### src/rtl/lcd_pkg.sv
package lcd_pkg;

    // line code selection values
    typedef enum logic [2:0] {
        CODE_NRZL = 3'd0,
        CODE_NRZM = 3'd1,
        CODE_NRZS = 3'd2,
        CODE_BIPH = 3'd3,
        CODE_RNRZ = 3'd4
    } code_e;

    // bi-phase pairing states
    typedef enum logic [1:0] {
        BP_OFF    = 2'd0,
        BP_FIRST  = 2'd1,
        BP_SECOND = 2'd2
    } bp_state_e;

    // descrambler history depth covers the longest register
    localparam int SCR_W   = 23;
    localparam int NUM_LEN = 5;

endpackage

### src/rtl/lcd_nrz.sv
module lcd_nrz
    import lcd_pkg::*;
#(
    parameter logic [SCR_W-1:0] TAPS_11 = 23'h000500,
    parameter logic [SCR_W-1:0] TAPS_13 = 23'h001B00,
    parameter logic [SCR_W-1:0] TAPS_15 = 23'h006000,
    parameter logic [SCR_W-1:0] TAPS_17 = 23'h012000,
    parameter logic [SCR_W-1:0] TAPS_23 = 23'h420000
) (
    input  logic       clk,
    input  logic       rst_n,
    input  logic       sym_valid,
    input  logic       lvl,
    input  logic [2:0] code,
    input  logic [2:0] len_sel,
    output logic       out_bit
);

    localparam logic [NUM_LEN-1:0][SCR_W-1:0] TAP_SET =
        {TAPS_23, TAPS_17, TAPS_15, TAPS_13, TAPS_11};

    logic             prev_q;
    logic [SCR_W-1:0] hist_q;
    logic [2:0]       len_idx;
    logic [SCR_W-1:0] mask;
    logic [SCR_W-1:0] tapped;

    // reserved length selects fall back to the longest register
    assign len_idx = (len_sel > 3'd4) ? 3'd4 : len_sel;
    assign mask    = TAP_SET[len_idx];

    // hist_q[i] holds the level received i+1 symbols ago
    for (genvar i = 0; i < SCR_W; i++) begin : g_tap
        assign tapped[i] = hist_q[i] & mask[i];
    end

    always_ff @(posedge clk) begin
        if (!rst_n) begin
            prev_q <= 1'b0;
            hist_q <= '0;
        end else if (sym_valid) begin
            prev_q <= lvl;
            hist_q <= {hist_q[SCR_W-2:0], lvl};
        end
    end

    always_comb begin
        unique case (code)
            CODE_NRZM: out_bit = lvl ^ prev_q;
            CODE_NRZS: out_bit = ~(lvl ^ prev_q);
            CODE_RNRZ: out_bit = lvl ^ (^tapped);
            default:   out_bit = lvl;
        endcase
    end

endmodule

### src/rtl/lcd_biphase.sv
module lcd_biphase
    import lcd_pkg::*;
#(
    parameter int SLIP_ERRS = 4
) (
    input  logic clk,
    input  logic rst_n,
    input  logic enable,
    input  logic sym_valid,
    input  logic half_in,
    output logic pair_valid,
    output logic pair_bit,
    output logic pair_err
);

    localparam int ERR_W = (SLIP_ERRS < 2) ? 1 : $clog2(SLIP_ERRS);

    bp_state_e        state_q, state_d;
    logic             first_q, first_d;
    logic [ERR_W-1:0] errs_q, errs_d;
    logic             slip_due;
    logic             matched;

    assign slip_due = (errs_q == ERR_W'(SLIP_ERRS - 1));
    assign matched  = (half_in == first_q);

    // state register
    always_ff @(posedge clk) begin
        if (!rst_n) begin
            state_q <= BP_OFF;
            first_q <= 1'b0;
            errs_q  <= '0;
        end else begin
            state_q <= state_d;
            first_q <= first_d;
            errs_q  <= errs_d;
        end
    end

    // transitions
    always_comb begin
        state_d = state_q;
        first_d = first_q;
        errs_d  = errs_q;
        unique case (state_q)
            BP_OFF: begin
                // ENTER
                if (sym_valid) begin
                    first_d = half_in;
                    state_d = BP_SECOND;
                end else begin
                    state_d = BP_FIRST;
                end
            end
            BP_FIRST: begin
                // HALF1
                if (sym_valid) begin
                    first_d = half_in;
                    state_d = BP_SECOND;
                end
            end
            BP_SECOND: begin
                if (sym_valid) begin
                    if (!matched) begin
                        // GOOD
                        errs_d  = '0;
                        state_d = BP_FIRST;
                    end else if (slip_due) begin
                        // SLIP: latest half opens the next pair
                        first_d = half_in;
                        errs_d  = '0;
                        state_d = BP_SECOND;
                    end else begin
                        // BAD
                        errs_d  = errs_q + ERR_W'(1);
                        state_d = BP_FIRST;
                    end
                end
            end
            default: state_d = BP_OFF;
        endcase
        if (!enable) begin
            // LEAVE
            state_d = BP_OFF;
            errs_d  = '0;
        end
    end

    // outputs
    always_comb begin
        pair_valid = 1'b0;
        pair_err   = 1'b0;
        pair_bit   = first_q;
        if (enable && sym_valid && (state_q == BP_SECOND)) begin
            pair_valid = !matched;
            pair_err   = matched;
        end
    end

endmodule

### src/rtl/lcd_stuck.sv
module lcd_stuck #(
    parameter int RUN_W = 8
) (
    input  logic             clk,
    input  logic             rst_n,
    input  logic             sym_valid,
    input  logic             lvl,
    input  logic             arm,
    input  logic [RUN_W-1:0] run_len,
    output logic             stuck
);

    logic             last_q;
    logic [RUN_W-1:0] run_q;
    logic [RUN_W-1:0] run_inc;

    // saturating increment
    assign run_inc = (&run_q) ? run_q : run_q + RUN_W'(1);

    always_ff @(posedge clk) begin
        if (!rst_n) begin
            last_q <= 1'b0;
            run_q  <= '0;
        end else begin
            if (sym_valid) begin
                last_q <= lvl;
            end
            if (!arm) begin
                run_q <= '0;
            end else if (sym_valid) begin
                run_q <= (lvl != last_q) ? RUN_W'(1) : run_inc;
            end
        end
    end

    assign stuck = arm && (run_len != '0) && (run_q >= run_len);

endmodule

### src/rtl/pcm_linecode_dec.sv
module pcm_linecode_dec
    import lcd_pkg::*;
#(
    parameter int               RUN_W     = 8,
    parameter int               SLIP_ERRS = 4,
    parameter logic [SCR_W-1:0] TAPS_11   = 23'h000500,
    parameter logic [SCR_W-1:0] TAPS_13   = 23'h001B00,
    parameter logic [SCR_W-1:0] TAPS_15   = 23'h006000,
    parameter logic [SCR_W-1:0] TAPS_17   = 23'h012000,
    parameter logic [SCR_W-1:0] TAPS_23   = 23'h420000
) (
    input  logic             clk,
    input  logic             rst_n,
    input  logic             sym_valid,
    input  logic             sym_in,
    input  logic [2:0]       cfg_code,
    input  logic             cfg_invert,
    input  logic [2:0]       cfg_rand_len,
    input  logic [RUN_W-1:0] cfg_stuck_len,
    output logic             dout,
    output logic             dout_valid,
    output logic             code_err,
    output logic             stuck
);

    logic lvl;
    logic is_plain, is_rand, is_bp;
    logic nrz_bit;
    logic bp_valid, bp_bit, bp_err;
    logic nx_valid, nx_bit, nx_err;
    logic dout_q, dval_q, err_q;

    // polarity applied ahead of every decoder
    assign lvl = sym_in ^ cfg_invert;

    always_comb begin
        is_plain = 1'b0;
        is_rand  = 1'b0;
        is_bp    = 1'b0;
        unique case (cfg_code)
            CODE_NRZL, CODE_NRZM, CODE_NRZS: is_plain = 1'b1;
            CODE_BIPH:                       is_bp    = 1'b1;
            CODE_RNRZ:                       is_rand  = 1'b1;
            default: ;
        endcase
    end

    lcd_nrz #(
        .TAPS_11(TAPS_11),
        .TAPS_13(TAPS_13),
        .TAPS_15(TAPS_15),
        .TAPS_17(TAPS_17),
        .TAPS_23(TAPS_23)
    ) u_nrz (
        .clk      (clk),
        .rst_n    (rst_n),
        .sym_valid(sym_valid),
        .lvl      (lvl),
        .code     (cfg_code),
        .len_sel  (cfg_rand_len),
        .out_bit  (nrz_bit)
    );

    lcd_biphase #(
        .SLIP_ERRS(SLIP_ERRS)
    ) u_bp (
        .clk       (clk),
        .rst_n     (rst_n),
        .enable    (is_bp),
        .sym_valid (sym_valid),
        .half_in   (lvl),
        .pair_valid(bp_valid),
        .pair_bit  (bp_bit),
        .pair_err  (bp_err)
    );

    lcd_stuck #(
        .RUN_W(RUN_W)
    ) u_stuck (
        .clk      (clk),
        .rst_n    (rst_n),
        .sym_valid(sym_valid),
        .lvl      (lvl),
        .arm      (is_plain),
        .run_len  (cfg_stuck_len),
        .stuck    (stuck)
    );

    always_comb begin
        nx_valid = 1'b0;
        nx_bit   = 1'b0;
        nx_err   = 1'b0;
        if (is_bp) begin
            nx_valid = bp_valid;
            nx_bit   = bp_bit;
            nx_err   = bp_err;
        end else if (sym_valid && (is_plain || is_rand)) begin
            nx_valid = 1'b1;
            nx_bit   = nrz_bit;
        end
    end

    always_ff @(posedge clk) begin
        if (!rst_n) begin
            dout_q <= 1'b0;
            dval_q <= 1'b0;
            err_q  <= 1'b0;
        end else begin
            dval_q <= nx_valid;
            err_q  <= nx_err;
            if (nx_valid) begin
                dout_q <= nx_bit;
            end
        end
    end

    assign dout       = dout_q;
    assign dout_valid = dval_q;
    assign code_err   = err_q;

endmodule

### config.mk
export PLATFORM = sky130hd
export DESIGN_NAME = pcm_linecode_dec
export DESIGN_NICKNAME = d
export VERILOG_FILES = /design/src/rtl/lcd_pkg.sv /design/src/rtl/lcd_nrz.sv /design/src/rtl/lcd_biphase.sv /design/src/rtl/lcd_stuck.sv /design/src/rtl/pcm_linecode_dec.sv
export SDC_FILE = /design/constraint.sdc
export NUM_CORES = 1
export LEC_CHECK = 0
export BUFFER_PORTS_ARGS = -buffer_cell sky130_fd_sc_hd__buf_2
export CAP_MARGIN = 15
export CORE_ASPECT_RATIO = 0.8
export CORE_MARGIN = 2
export CORE_UTILIZATION = 30
export CTS_CLUSTER_DIAMETER = 120
export CTS_CLUSTER_SIZE = 8
export DETAILED_ROUTE_END_ITERATION = 8
export GPL_TIMING_DRIVEN = 0
export SLEW_MARGIN = 20
export SYNTH_ARGS = -nofsm -noshare
export SYNTH_HDL_FRONTEND = slang
export SYNTH_SLANG_ARGS = --single-unit
### constraint.sdc
create_clock -name clk -period 2.9 [get_ports clk]
set_input_delay 0.29 -clock clk [delete_from_list [all_inputs] [get_ports clk]]
set_output_delay 0.29 -clock clk [all_outputs]
set_load 0.03 [all_outputs]
# == After elaboration in Yosys (flattened, before gate mapping) ==
# Memories as Yosys holds them, arrays and structs flattened.
# Cells that the tools add are included.
# totals
ff_bits,40
rom_bits,184
input_bits,19
output_inout_bits,4
wordCells,105
n_memories,1
# memory_table
name,depth,width,read_ports,rd_clocked_by_memory_dff,write_ports,line,source
(no name shown),8,23,1,0,0,lcd_nrz.sv:30,assign mask = TAP_SET[len_idx];
# op_classes
addsub,2
order_cmp,3
eq_ne,15
mux,26
bitwise,27
n_reduce_logical,22
# op_table
cell,count
AND 1 bit,23
2-to-1 mux 23 bit,1
parity 23 bit,1
2-to-1 mux 8 bit,2
2-to-1 mux 2 bit,7
2-to-1 mux 1 bit,12
AND reduction 2 bit,5
"adder 8 x 1 -> 8 bit, second input constant",1
greater-or-equal comparator 8 bit,1
AND reduction 8 bit,1
nonzero test 8 bit,1
"equality test 3 x 2 -> 1 bit, second input constant",2
"!= test 2 x 1 -> 1 bit, second input constant",3
"!= test 2 bit, second input constant",3
case mux 2 bit (3 select lines),1
logical AND 1 bit,5
AND reduction 5 bit,1
"equality test 2 bit, second input constant",2
"less-than comparator 3 x 4 -> 1 bit, second input constant",1
"equality test 3 x 1 -> 1 bit, second input constant",1
"equality test 3 bit, second input constant",1
"greater-than comparator 3 bit, second input constant",1
zero test 3 bit,1
2-to-1 mux 3 bit,1
15 further kinds,17

# == Logic depth before layout (Yosys ltp) ==
# depth
word_depth,10
mapped_depth,8
mapped_depth_nobuf,8

# == Modules after synthesis ==
# From an unflattened synthesis, not the netlist that was laid out.
# unflattened
cells_unflattened,241
area_unflattened_um2,2228.4
# modules_own_cells
module,n_inst,cells_each,area_each_um2
lcd_nrz,1,103,1094.8
lcd_stuck,1,91,708.2
lcd_biphase,1,30,256.5
pcm_linecode_dec,1,17,168.9

# == Worst setup path after synthesis ==
# No wires, ideal clock.
# synth_timing
kind,register to output
startpoint,reg u_stuck.run_q[0]
endpoint,out stuck
arrival_ns,1.554
slack_ns,1.056
stages_incl_launch_ff,9
n_path_buf,0
path_cell_list,dfxtp_1 > inv_1 > ha_1 > nand2b_1 > a21o_1 > a21oi_1 > nor2b_1 > o21ai_0 > a21oi_1
# synth_between
elab_chain_cells,2
# synth_lines
item,line,source
"start, declared",lcd_stuck.sv:14,logic [RUN_W-1:0] run_q;
"start signal, assigned",lcd_stuck.sv:31,run_q <= (lvl != last_q) ? RUN_W'(1) : run_inc;
greater-or-equal comparator 8 bit,lcd_stuck.sv:36,assign stuck = arm && (run_len != '0) && (run_q >= run_len);
logical AND 1 bit,lcd_stuck.sv:36,
"end, declared",pcm_linecode_dec.sv:23,output logic stuck
# No other way between the ends.

# == Worst setup path in the final report ==
# Ends and elaborated chain as after synthesis.

==> metrics.txt <==
Pwr Density=442 nW/µm²; all-layer global routing usage=11.8%; clk buf depth=2; H-tree levels=2; share of cells above drive strength 1=12.6%; initial core utilization=30.7%; Netlist Area Pre-Place=1950 µm²; HP Class=in2reg; placer congestion estimate=0.835; I/O pins=23; Critical Path Max Stage Delay=0.38 ns; Post-CTS Setup Bufs=0; initial antenna violation count=0; clock root buffer=clkbuf_8; MaxCap Viol Count=0; vias in the first global route=1498; Setup CP Type=reg2out; ant diodes=0; largest net degree at the start of global routing=11; highest clock rate=442 MHz; min cycle time layout=2.26 ns; DRC=0; Psw=240 µW; slew margin rel.=54.8%; PortBufs=22; vias=1549; VDD IR-drop max=0.171 mV; Clock Skews=0.00484 ns; distinct cell type count after synthesis=41; status=finished, final reports clean; setup TNS=0 ns; site row count=26; ANT nets after route=0; CP cell instances=inv_1 > ha_1 > nand2b_1 > a21o_1 > a21oi_1 > nor2b_1 > o21ai_0 > a21oi_1 > buf_2; final hold vios=0; Internal Power=749 µW; crit start category=flip-flop; Routed WL per cell=11.5 µm; RSZ-0062 raised after global routing=no; Reg clk slew, reported paths=0.07 ns; initial drt markers=78; Clk Latency, worst-skew pair=0.28 ns; Synth async-reset ratio=0%; first-pass GRT wire length=6960 µm; Yosys warnings=0; Combinational Power Share=11.5%; post-route cell area=2240 µm²; detailed-placement wirelength estimate=2810 µm; max-slew violations=0; TritonCTS Buffers=5; Post-synth EDFFs=0; synthesized flop and latch total=39; Reg power frac=55.4%; R2R Setup Slk=0.96 ns; most frequent CP cell=a21oi_1; # setup viols final=0; CP max-delay cell=dfxtp_1; CTS tree=done; global route overflow=0; placed inst area=2170 µm²; crit-path max FO=4; final net count=276; Syn-to-layout area delta=14.8%; Syn Inst Count=218; worst path required time=2.61 ns; top_reg_cell synth=dfxtp_1; PostCTS Resize Cnt=0; Die Y=76.1 µm; CP Capture Type=output pin; Clock Sink Count=39; die area=7170 µm²; syn avg cell area=8.95 µm²; Seq/Total Area, Yosys=40.0%; clock network power share=33.1%; syn_nets=247; WP data arrival=1.97 ns; Die W=94.2 µm; # hold bufs at CTS=0; Pre-antenna DRT Iters=4; Net Sw Frac=24.3%; Avg Vias per Cell=4.69; Core ar.=6340 µm²; WL final=3780 µm; total leakage power=0.000984 µW; dpl ws=0.968 ns; Worst Tran Pin Value=0.677 ns; Tcrit/Tclk final=78.0%; Final WS setup=0.639 ns
layer usage:
| layer | vias to the layer above | global-route usage [%] | share of wire (%) |
|---|---|---|---|
| met5 | - | 0 | 0 |
| met4 | 0 | 3.48 | 0.56 |
| met3 | 2 | 3.26 | 3.0 |
| met2 | 14 | 16.6 | 41 |
| met1 | 715 | 17.5 | 55 |
| li1 | 818 | - | - |
worst max-delay path, delay by kind of cell, from the launching register on:
| kind | cells | cell delay, ns |
|---|---|---|
| buffers and inverters | 2 | 0.25 |
| and+or+nand+nor | 2 | 0.21 |
| DFF | 1 | 0.38 |
| adders and majority gates | 1 | 0.26 |
| AOI/OAI and AO/OA | 4 | 0.59 |
metrics by stage:
step	total power (µW)	hold WS [ns]	util (%)	std cells
floorplan	636	0.436	-	218
global placement	674	0.450	34.1	324
detailed placement	675	0.454	34.1	324
CTS	1010	0.284	35.3	330
global route	1050	0.298	35.3	330
finish	989	0.292	35.3	330
synthesized netlist by cell type, drive strengths merged (2+ instances only):
master,n,area (µm²)
nand2b,2,12.5
a211oi,3,27.5
o21a,3,22.5
nor3,7,35.0
nand3b,2,15.0
nand4,2,12.5
nand3,6,30.0
buf,3,12.5
a21oi,10,50.1
xnor2,5,43.8
ha,10,125
and3,4,25.0
mux2i,23,230
nor2b,3,18.8
clkbuf,4,15.0
and4,2,17.5
nor4,3,18.8
nand4b,2,17.5
nor2,37,139
o211ai,2,15.0
dfxtp,39,781
o21ai,5,25.0
nand2,11,41.3
xor2,6,52.6
inv,9,33.8
a21o,2,15.0
final timing paths:
| check | start | endpoint | cells past startpoint |
|---|---|---|---|
| worst max register to register | u_nrz.hist_q[8] | dout | 6 |
| worst max-delay path | u_stuck.run_q[0] | stuck | 9 |
| worst min-delay path | rst_n | dout | 3 |
| worst min register to register | u_bp.errs_q[1] | u_bp.errs_q[1] | 2 |
power groups by stage:
| stage | combinational, µW | clock [µW] | sequential (µW) |
|---|---|---|---|
| 2_1_floorplan | 74.2 | 0 | 562 |
| 3_3_place_gp | 113 | 0 | 560 |
| 3_5_place_dp | 114 | 0 | 560 |
| 4_1_cts | 115 | 344 | 548 |
| 5_1_grt | 129 | 374 | 549 |
| 6_report | 114 | 327 | 548 |
sequential cells by signal, summed over array words and instances, names as in the netlist:
register and cells:
u_bp.state_q 2, u_bp.errs_q 2, code_err 1, u_stuck.run_q 8, dout_valid 1, u_bp.pair_bit 1
u_nrz.hist_q 23, dout 1
cell type report:
cell class | instances | area, µm²
fill | 669 | 4110
sequential | 39 | 781
clock buffer | 6 | 72.6
timing repair buffer | 22 | 110
multi-input combinational | 162 | 1100
tap | 84 | 105
inverter | 10 | 37.5
buffer | 7 | 27.5
layout by cell type, fill, tap and decap left out, types with 2 or more instances in the layout:
cell type / n
nor3_1: 7
mux2i_1: 23
inv_1: 9
nor2_1: 37
dfxtp_1: 39
clkbuf_8: 5
a21o_1: 2
nand3b_1: 2
buf_1: 2
and3_1: 4
ha_1: 10
xor2_1: 6
nand4_1: 2
a211oi_1: 2
nand3_1: 6
xnor2_1: 5
nand2_1: 11
nand2b_1: 2
o211ai_1: 2
nor2b_1: 3
nand4b_1: 2
clkbuf_1: 5
buf_2: 23
o21ai_0: 5
o21a_1: 3
a21oi_1: 10
and4_1: 2
nor4_1: 3
logic make-up after synthesis:
| logic type | after synthesis | share of synthesized area, % |
|---|---|---|
| fa+ha+maj | 10 | 6.41 |
| simple gates | 85 | 21.2 |
| buf+inv | 17 | 3.33 |
| flops | 39 | 40.0 |
| mux | 23 | 11.8 |
| compound gates | 32 | 11.2 |
| xor+xnor | 12 | 6.09 |
(Power assumes the default switching activity.)
